## config.mk

```make
export PLATFORM = sky130hd
export DESIGN_NAME = lrsc_monitor
export DESIGN_NICKNAME = d
export VERILOG_FILES = /design/src/rtl/lrsc_pkg.sv /design/src/rtl/lrsc_snoop_match.sv /design/src/rtl/lrsc_resv_reg.sv /design/src/rtl/lrsc_sc_gate.sv /design/src/rtl/lrsc_monitor.sv
export SDC_FILE = /design/constraint.sdc
export NUM_CORES = 1
export LEC_CHECK = 0
export CAP_MARGIN = 20
export CORE_ASPECT_RATIO = 0.8
export CORE_MARGIN = 1
export CORE_UTILIZATION = 39
export CTS_CLUSTER_DIAMETER = 80
export DETAILED_ROUTE_END_ITERATION = 8
export PLACE_DENSITY = 0.78
export SLEW_MARGIN = 20
export SYNTH_ARGS = -nofsm -noshare
export SYNTH_HDL_FRONTEND = slang
export SYNTH_SLANG_ARGS = --single-unit
```

## constraint.sdc

```tcl
create_clock -name clk -period 1.79 [get_ports clk]
set_input_delay 0.179 -clock clk [delete_from_list [all_inputs] [get_ports clk]]
set_output_delay 0.179 -clock clk [all_outputs]
set_load 0.02 [all_outputs]
```

## src/rtl/lrsc_pkg.sv

```systemverilog
package lrsc_pkg;

    typedef enum logic [1:0] {
        RK_LOAD      = 2'b00,
        RK_STORE     = 2'b01,
        RK_LOAD_RSV  = 2'b10,
        RK_STORE_CND = 2'b11
    } req_kind_e;

    typedef struct packed {
        logic lr;
        logic sc;
        logic st;
        logic ap_ok;
        logic dp_err;
    } req_dec_t;

    typedef struct packed {
        logic done;
        logic ok;
    } sc_result_t;

    function automatic req_dec_t decode_req(input logic valid,
                                            input logic [1:0] kind,
                                            input logic ap_ok,
                                            input logic dp_err);
        req_dec_t d;
        d.lr     = valid && (kind == RK_LOAD_RSV);
        d.sc     = valid && (kind == RK_STORE_CND);
        d.st     = valid && (kind == RK_STORE);
        d.ap_ok  = ap_ok;
        d.dp_err = dp_err;
        return d;
    endfunction

endpackage

```

## src/rtl/lrsc_snoop_match.sv

```systemverilog
module lrsc_snoop_match #(
    parameter int ADDR_W    = 32,
    parameter int NUM_BUSES = 2,
    parameter int WORD_LSB  = 2,
    localparam int TAG_W    = ADDR_W - WORD_LSB
) (
    input  logic [NUM_BUSES-1:0]             snp_wr_valid,
    input  logic [NUM_BUSES-1:0]             snp_by_other,
    input  logic [NUM_BUSES-1:0][ADDR_W-1:0] snp_addr,
    input  logic [TAG_W-1:0]                 resv_tag,
    input  logic                             resv_valid,
    output logic                             hit
);
    logic [NUM_BUSES-1:0] bus_hit;
    logic [NUM_BUSES-1:0] unused_offset;

    for (genvar b = 0; b < NUM_BUSES; b++) begin : g_bus
        assign bus_hit[b] = snp_wr_valid[b] && snp_by_other[b]
                         && (snp_addr[b][ADDR_W-1:WORD_LSB] == resv_tag);
        assign unused_offset[b] = ^snp_addr[b][WORD_LSB-1:0];
    end

    assign hit = resv_valid && (|bus_hit);
endmodule

```

## src/rtl/lrsc_resv_reg.sv

```systemverilog
module lrsc_resv_reg
    import lrsc_pkg::*;
#(
    parameter int TAG_W = 30
) (
    input  logic             clk,
    input  logic             rst,
    input  req_dec_t         dec,
    input  logic [TAG_W-1:0] req_tag,
    input  logic             hit,
    output logic [TAG_W-1:0] resv_tag,
    output logic             resv_valid,
    output logic             cancel
);
    always_ff @(posedge clk) begin
        if (rst) begin
            resv_tag   <= '0;
            resv_valid <= 1'b0;
            cancel     <= 1'b0;
        end else begin
            cancel <= hit && !dec.lr;
            if (dec.lr) begin
                resv_tag   <= req_tag;
                resv_valid <= 1'b1;
            end else if ((dec.sc && dec.ap_ok) || hit) begin
                resv_valid <= 1'b0;
            end
        end
    end
endmodule

```

## src/rtl/lrsc_sc_gate.sv

```systemverilog
module lrsc_sc_gate
    import lrsc_pkg::*;
(
    input  logic       clk,
    input  logic       rst,
    input  req_dec_t   dec,
    input  logic       resv_valid,
    input  logic       hit,
    output logic       mem_wr_en,
    output sc_result_t result
);
    logic sc_pass;

    always_comb begin
        sc_pass   = dec.sc && resv_valid && !hit && dec.ap_ok;
        mem_wr_en = dec.st || sc_pass;
    end

    always_ff @(posedge clk) begin
        if (rst) begin
            result <= '0;
        end else begin
            result.done <= dec.sc;
            result.ok   <= sc_pass && !dec.dp_err;
        end
    end
endmodule

```

## src/rtl/lrsc_monitor.sv

```systemverilog
module lrsc_monitor
    import lrsc_pkg::*;
#(
    parameter int ADDR_W    = 32,
    parameter int NUM_BUSES = 2,
    parameter int WORD_LSB  = 2
) (
    input  logic                             clk,
    input  logic                             rst,
    input  logic                             core_req_valid,
    input  logic [1:0]                       core_req_kind,
    input  logic [ADDR_W-1:0]                core_req_addr,
    input  logic                             core_ap_ok,
    input  logic                             core_dp_err,
    input  logic [NUM_BUSES-1:0]             snp_wr_valid,
    input  logic [NUM_BUSES-1:0]             snp_by_other,
    input  logic [NUM_BUSES-1:0][ADDR_W-1:0] snp_addr,
    output logic                             mem_wr_en,
    output logic                             sc_done,
    output logic                             sc_ok,
    output logic                             resv_cancel
);
    localparam int TAG_W = ADDR_W - WORD_LSB;

    req_dec_t   dec;
    sc_result_t result;
    logic [TAG_W-1:0] resv_tag;
    logic             resv_valid;
    logic             hit;
    logic             unused_req_offset;

    assign dec = decode_req(core_req_valid, core_req_kind, core_ap_ok, core_dp_err);
    assign unused_req_offset = ^core_req_addr[WORD_LSB-1:0];

    lrsc_snoop_match #(
        .ADDR_W   (ADDR_W),
        .NUM_BUSES(NUM_BUSES),
        .WORD_LSB (WORD_LSB)
    ) u_match (
        .snp_wr_valid(snp_wr_valid),
        .snp_by_other(snp_by_other),
        .snp_addr    (snp_addr),
        .resv_tag    (resv_tag),
        .resv_valid  (resv_valid),
        .hit         (hit)
    );

    lrsc_resv_reg #(
        .TAG_W(TAG_W)
    ) u_resv (
        .clk       (clk),
        .rst       (rst),
        .dec       (dec),
        .req_tag   (core_req_addr[ADDR_W-1:WORD_LSB]),
        .hit       (hit),
        .resv_tag  (resv_tag),
        .resv_valid(resv_valid),
        .cancel    (resv_cancel)
    );

    lrsc_sc_gate u_gate (
        .clk       (clk),
        .rst       (rst),
        .dec       (dec),
        .resv_valid(resv_valid),
        .hit       (hit),
        .mem_wr_en (mem_wr_en),
        .result    (result)
    );

    assign sc_done = result.done;
    assign sc_ok   = result.ok;
endmodule

```

Word-level counts from Yosys, hierarchy flattened:

Index checks and enable logic that the tools add are counted.

* output and inout port bits: 4
* input port bits: 107
* flip-flop bits (word level): 34

* muxes and demuxes: 2
* equality and inequality tests: 5
* reductions and logical operators: 21

Operator list (count)
* $eq A30 B30 Y1: 2
* $logic_and A1 B1 Y1: 14
* $eq A2 B2 Y1 const B: 2
* $logic_not A1 Y1: 3
* $eq A2 B1 Y1 const B: 1
* $logic_or A1 B1 Y1: 2
* $mux W1: 2
* $reduce_bool A2 Y1: 1
* $reduce_or A2 Y1: 1

Depth between registers and ports, before layout:

* depth after elaboration: 8
* depth in mapped cells: 6
* gate-level depth less buffers: 5

Hierarchy:

Synthesis repeated with hierarchy kept, for this count alone.

* cells, all modules: 196
* area total of the unflattened synthesis: 1936.9 um^2

Modules (own cells, without submodules)
* lrsc_resv_reg: cells each 104, instances 1, area each 1159.9 um^2
* lrsc_snoop_match: cells each 83, instances 1, area each 665.6 um^2
* lrsc_sc_gate: cells each 6, instances 1, area each 86.3 um^2
* lrsc_monitor: cells each 3, instances 1, area each 25.0 um^2

Worst setup path before layout:

OpenSTA, ideal clock, no wires.

* path type: reg2out
* start point: register u_resv.resv_tag[17]
* end point: output port mem_wr_en
* arrival time: 1281 ps
* path slack: 330 ps
* path buffers: 0
* cell stages (with the launch flop): 6
* data required time: 1611 ps
* path through: dfxtp_1 -> xor2_1 -> nor4_2 -> nand4_1 -> o22ai_2 -> o22ai_1

* cells in the longest elaborated chain, start to end: 8
* elaborated cells on any way between the ends: 10
* those cells by class: eq/ne (2); reduce/logical (8)

Ends and longest elaborated chain
* start, declared: RTL line lrsc_resv_reg.sv:11 `output logic [TAG_W-1:0] resv_tag,`
* start signal, assigned: RTL line lrsc_resv_reg.sv:23 `resv_tag <= req_tag;`
* $eq A30 B30 Y1: RTL line lrsc_snoop_match.sv:19 `&& (snp_addr[b][ADDR_W-1:WORD_LSB] == resv_tag);`
* $logic_and A1 B1 Y1: RTL line lrsc_snoop_match.sv:19
* $reduce_or A2 Y1 *: RTL line lrsc_snoop_match.sv:23 `assign hit = resv_valid && (|bus_hit);`
* $logic_and A1 B1 Y1 *: RTL line lrsc_snoop_match.sv:23
* $logic_not A1 Y1 *: RTL line lrsc_sc_gate.sv:15 `sc_pass = dec.sc && resv_valid && !hit && dec.ap_ok;`
* $logic_and A1 B1 Y1 * (2 in a row): RTL line lrsc_sc_gate.sv:15
* $logic_or A1 B1 Y1 *: RTL line lrsc_sc_gate.sv:16 `mem_wr_en = dec.st || sc_pass;`
* end, declared: RTL line lrsc_monitor.sv:18 `output logic mem_wr_en,`

Mark *: on every way between the ends. The rest lies on a longest branch, timed or not.

Final worst setup path:

* start point: register u_resv.resv_tag[24]
* end point: output port mem_wr_en

The elaborated chain is that of the path after synthesis.

==> impl_summary.log <==
[metrics] run status: finished with violations
[metrics] failing checks: negative setup slack
[metrics] clock tree from TritonCTS: yes
[metrics] peak supply drop: 434 uV
[metrics] total of hold buffers inserted after clock tree synthesis: 0
[metrics] number of I/O pins: 111
[metrics] detailed-routing iteration count for the pre-antenna-repair pass: 4
[metrics] multi-input gate area in the final layout: 0.00138 sq mm
[metrics] cell count after synthesis: 249
[metrics] TritonCTS buffer count: 5
[metrics] Period Utilization, post-route: 114%
[metrics] nets in the synthesized netlist: 356
[metrics] Synth Warn #: 0
[metrics] combinational family with the most area after synthesis: simple AND/OR/NAND/NOR gates
[metrics] Compound-Gate Fraction of Synth Area: 9.33%
[metrics] area overhead of the layout relative to synthesis: 81.6%
[metrics] worst-case register-to-register setup slack: 110 ps
[metrics] TritonCTS Sinks: 34
[metrics] FF+latch count, synth: 34
[metrics] Avg WL per Cell: 14.8 um
[metrics] final worst hold slack: 430 ps
[metrics] number of pins exceeding their max-slew limit in the final report: 0
[metrics] worst slack at placement: -596 ps
[metrics] adder and majority cell fraction of the synthesized area: 0%
[metrics] antenna diode instance count: 0
[metrics] gp weighted congestion: 0.885
[metrics] number of max-cap violations: 0
[metrics] number of DRC markers after the initial detailed-route iteration: 91
[metrics] Sequential Area: 692 sq um
[metrics] most frequent cells in the layout: clkdlybuf4s50_1, nand2_1, xor2_1, buf_4, a21oi_1
[metrics] CTS max path bufs: 2
[metrics] cell count after placement: 438
[metrics] Vert. Die Dim: 65.6 um
[metrics] Power per Cell Area: 544 mW/mm^2
[metrics] worst clock skew on the final layout: 1.70 ps
[metrics] worst slew pin tran: 363 ps
[metrics] Cell Area, Synth: 0.00197 sq mm
[metrics] starting density of the core: 41.6%
[metrics] net count reported at finish: 493
[metrics] via count of the first global-routing pass: 2374
[metrics] cell chosen for the clock root: clkbuf_8
[metrics] library cells used by synthesis: 19
[metrics] Residual DRC: 0
[metrics] area of the die: 0.00535 sq mm
[metrics] type of destination of the critical path: output pin
[metrics] Core Rows: 22
[metrics] Data required, critical path: 1610 ps
[metrics] total gr overflow: 0
[metrics] vias per cell: 5.07
[metrics] RSZ-0062 raised after global routing: true
[metrics] Worst Setup Path Type: reg2out
[metrics] fraction of layout instances using a drive strength above 1: 17.6%
[metrics] all-layer global routing usage: 27.0%
[metrics] most common cell after layout, fill and taps aside: clkdlybuf4s50_1
[metrics] Final Hold Vio Count: 0
[metrics] part of the Yosys area used for sequential elements: 34.5%
[metrics] clock network latency to the later pin of the worst-skew pair: 290 ps
[metrics] CP startpoint kind: flop
[metrics] kind of path behind the tightest hold check: in2reg
[metrics] post-route ant nets: 0
[metrics] number of setup violations in the final report: 1
[metrics] worst path arrival time: 1860 ps
[metrics] final critical-path setup slack: -248 ps
[metrics] leakage power: 0.00146 uW
[metrics] die width: 81.5 um
[metrics] worst relative slew slack: 75.6%
[metrics] H-tree depth: 2
[metrics] overall routed net length: 6620 um
[metrics] FILL cells: 357
[metrics] maximum operating frequency: 491 MHz
[metrics] number of buffer cells added on primary ports: 104
[metrics] initial antenna violation count: 0
[metrics] syn_area_per_cell: 7.92 sq um
[metrics] core area: 0.00473 sq mm
[metrics] total number of vias: 2267
[metrics] post-synthesis share of cell area spent on and, or, nand and nor gates: 27.4%
[metrics] clock edge transition at the registers on the reported setup and hold paths: 70 ps
[metrics] CP Max Fanout: 2
[metrics] final standard cell count with taps included and fillers excluded: 447
[metrics] largest net degree at the start of global routing: 32
[metrics] synthesized-area fraction occupied by xor and xnor cells: 26.6%
[metrics] detailed placement HPWL: 5260 um
[metrics] wire length of the first global-routing pass: 10600 um
[metrics] Period minus WS final: 2040 ps
[metrics] multiplexer share of the synthesized area: 0%
-- synth_stat cells (all sizes together) --
cell | instances | area, sq um
nor3 | 4 | 20.0
a21oi | 30 | 150
nor3b | 2 | 20.0
o22ai | 3 | 25.0
nand2b | 1 | 6.26
nor4 | 27 | 175
xor2 | 60 | 526
clkbuf | 11 | 41.3
or2 | 1 | 6.26
nor2 | 1 | 3.75
and4 | 1 | 8.76
o32ai | 1 | 8.76
nand2 | 65 | 244
dfxtp | 34 | 681
nand4 | 8 | 56.3
-- worst paths after layout --
check,startpoint,to,cells after the start
hold / removal,core_req_addr[16],u_resv.resv_tag[14],3
setup reg to reg,u_resv.resv_tag[24],u_resv.cancel,8
setup / recovery,u_resv.resv_tag[24],mem_wr_en,8
hold reg to reg,u_resv.resv_tag[15],u_resv.resv_tag[15],2
-- flip-flops by register name (all words and copies together) (netlist names) --
name,count
u_gate.result,2
u_resv.cancel,1
u_resv.resv_tag,30
u_resv.resv_valid,1
-- worst max-delay path: stages, from the launching register on --
cell and delay [ps]:
dfxtp_2 330, buf_6 110, xor2_2 140, nor4_1 270
buf_4 170, nand4_4 100, o22ai_4 200, o22ai_2 110
buf_6 130
-- per-stage QoR --
stage                     TNS, ps  instance area, sq um  power (uW)  util, %
after global placement       -764                  3330        1330     70.4
final                        -248                  3580        1950     75.6
after floorplan                 0                  1970         979        -
after CTS                    -290                  3500        1940     74.0
after global routing         -344                  3580        2040     75.6
after detailed placement     -936                  3330        1340     70.4
-- metal layers --
metal | global-route usage [%] | share of wire (%)
met1 | 32.5 | 44
met2 | 46.3 | 48
met3 | 6.94 | 7.1
met4 | 8.93 | 1.5
met5 | 0 | 0
-- repair_timing --
| item | 4_1_cts | 5_1_grt |
|---|---|---|
| resized for setup | 18 | 16 |
| endpoints found under the setup margin | 1 | 2 |
| buffers inserted | 1 | 0 |
| pin swaps | 7 | 10 |
-- report_power, final --
part / switching, uW / internal, uW
Combinational: 216 / 335
Clock: 283 / 310
Sequential: 25.4 / 779
Total: 525 / 1420
-- kinds of logic after synthesis --
kind of cell	Yosys count
compound gates	34
xor+xnor	60
buf+inv	11
flops	34
simple gates	110
-- area by class of cell --
| class | instances | share of cell area [%] |
|---|---|---|
| Clock buffer | 7 | 2.41 |
| Clock inverter | 1 | 0.140 |
| Multi-Input combinational cell | 204 | 38.5 |
| Sequential cell | 34 | 19.3 |
| Tap cell | 60 | 2.10 |
| Timing Repair Buffer | 141 | 37.6 |
Note: power is estimated with default switching activity, not from simulation.
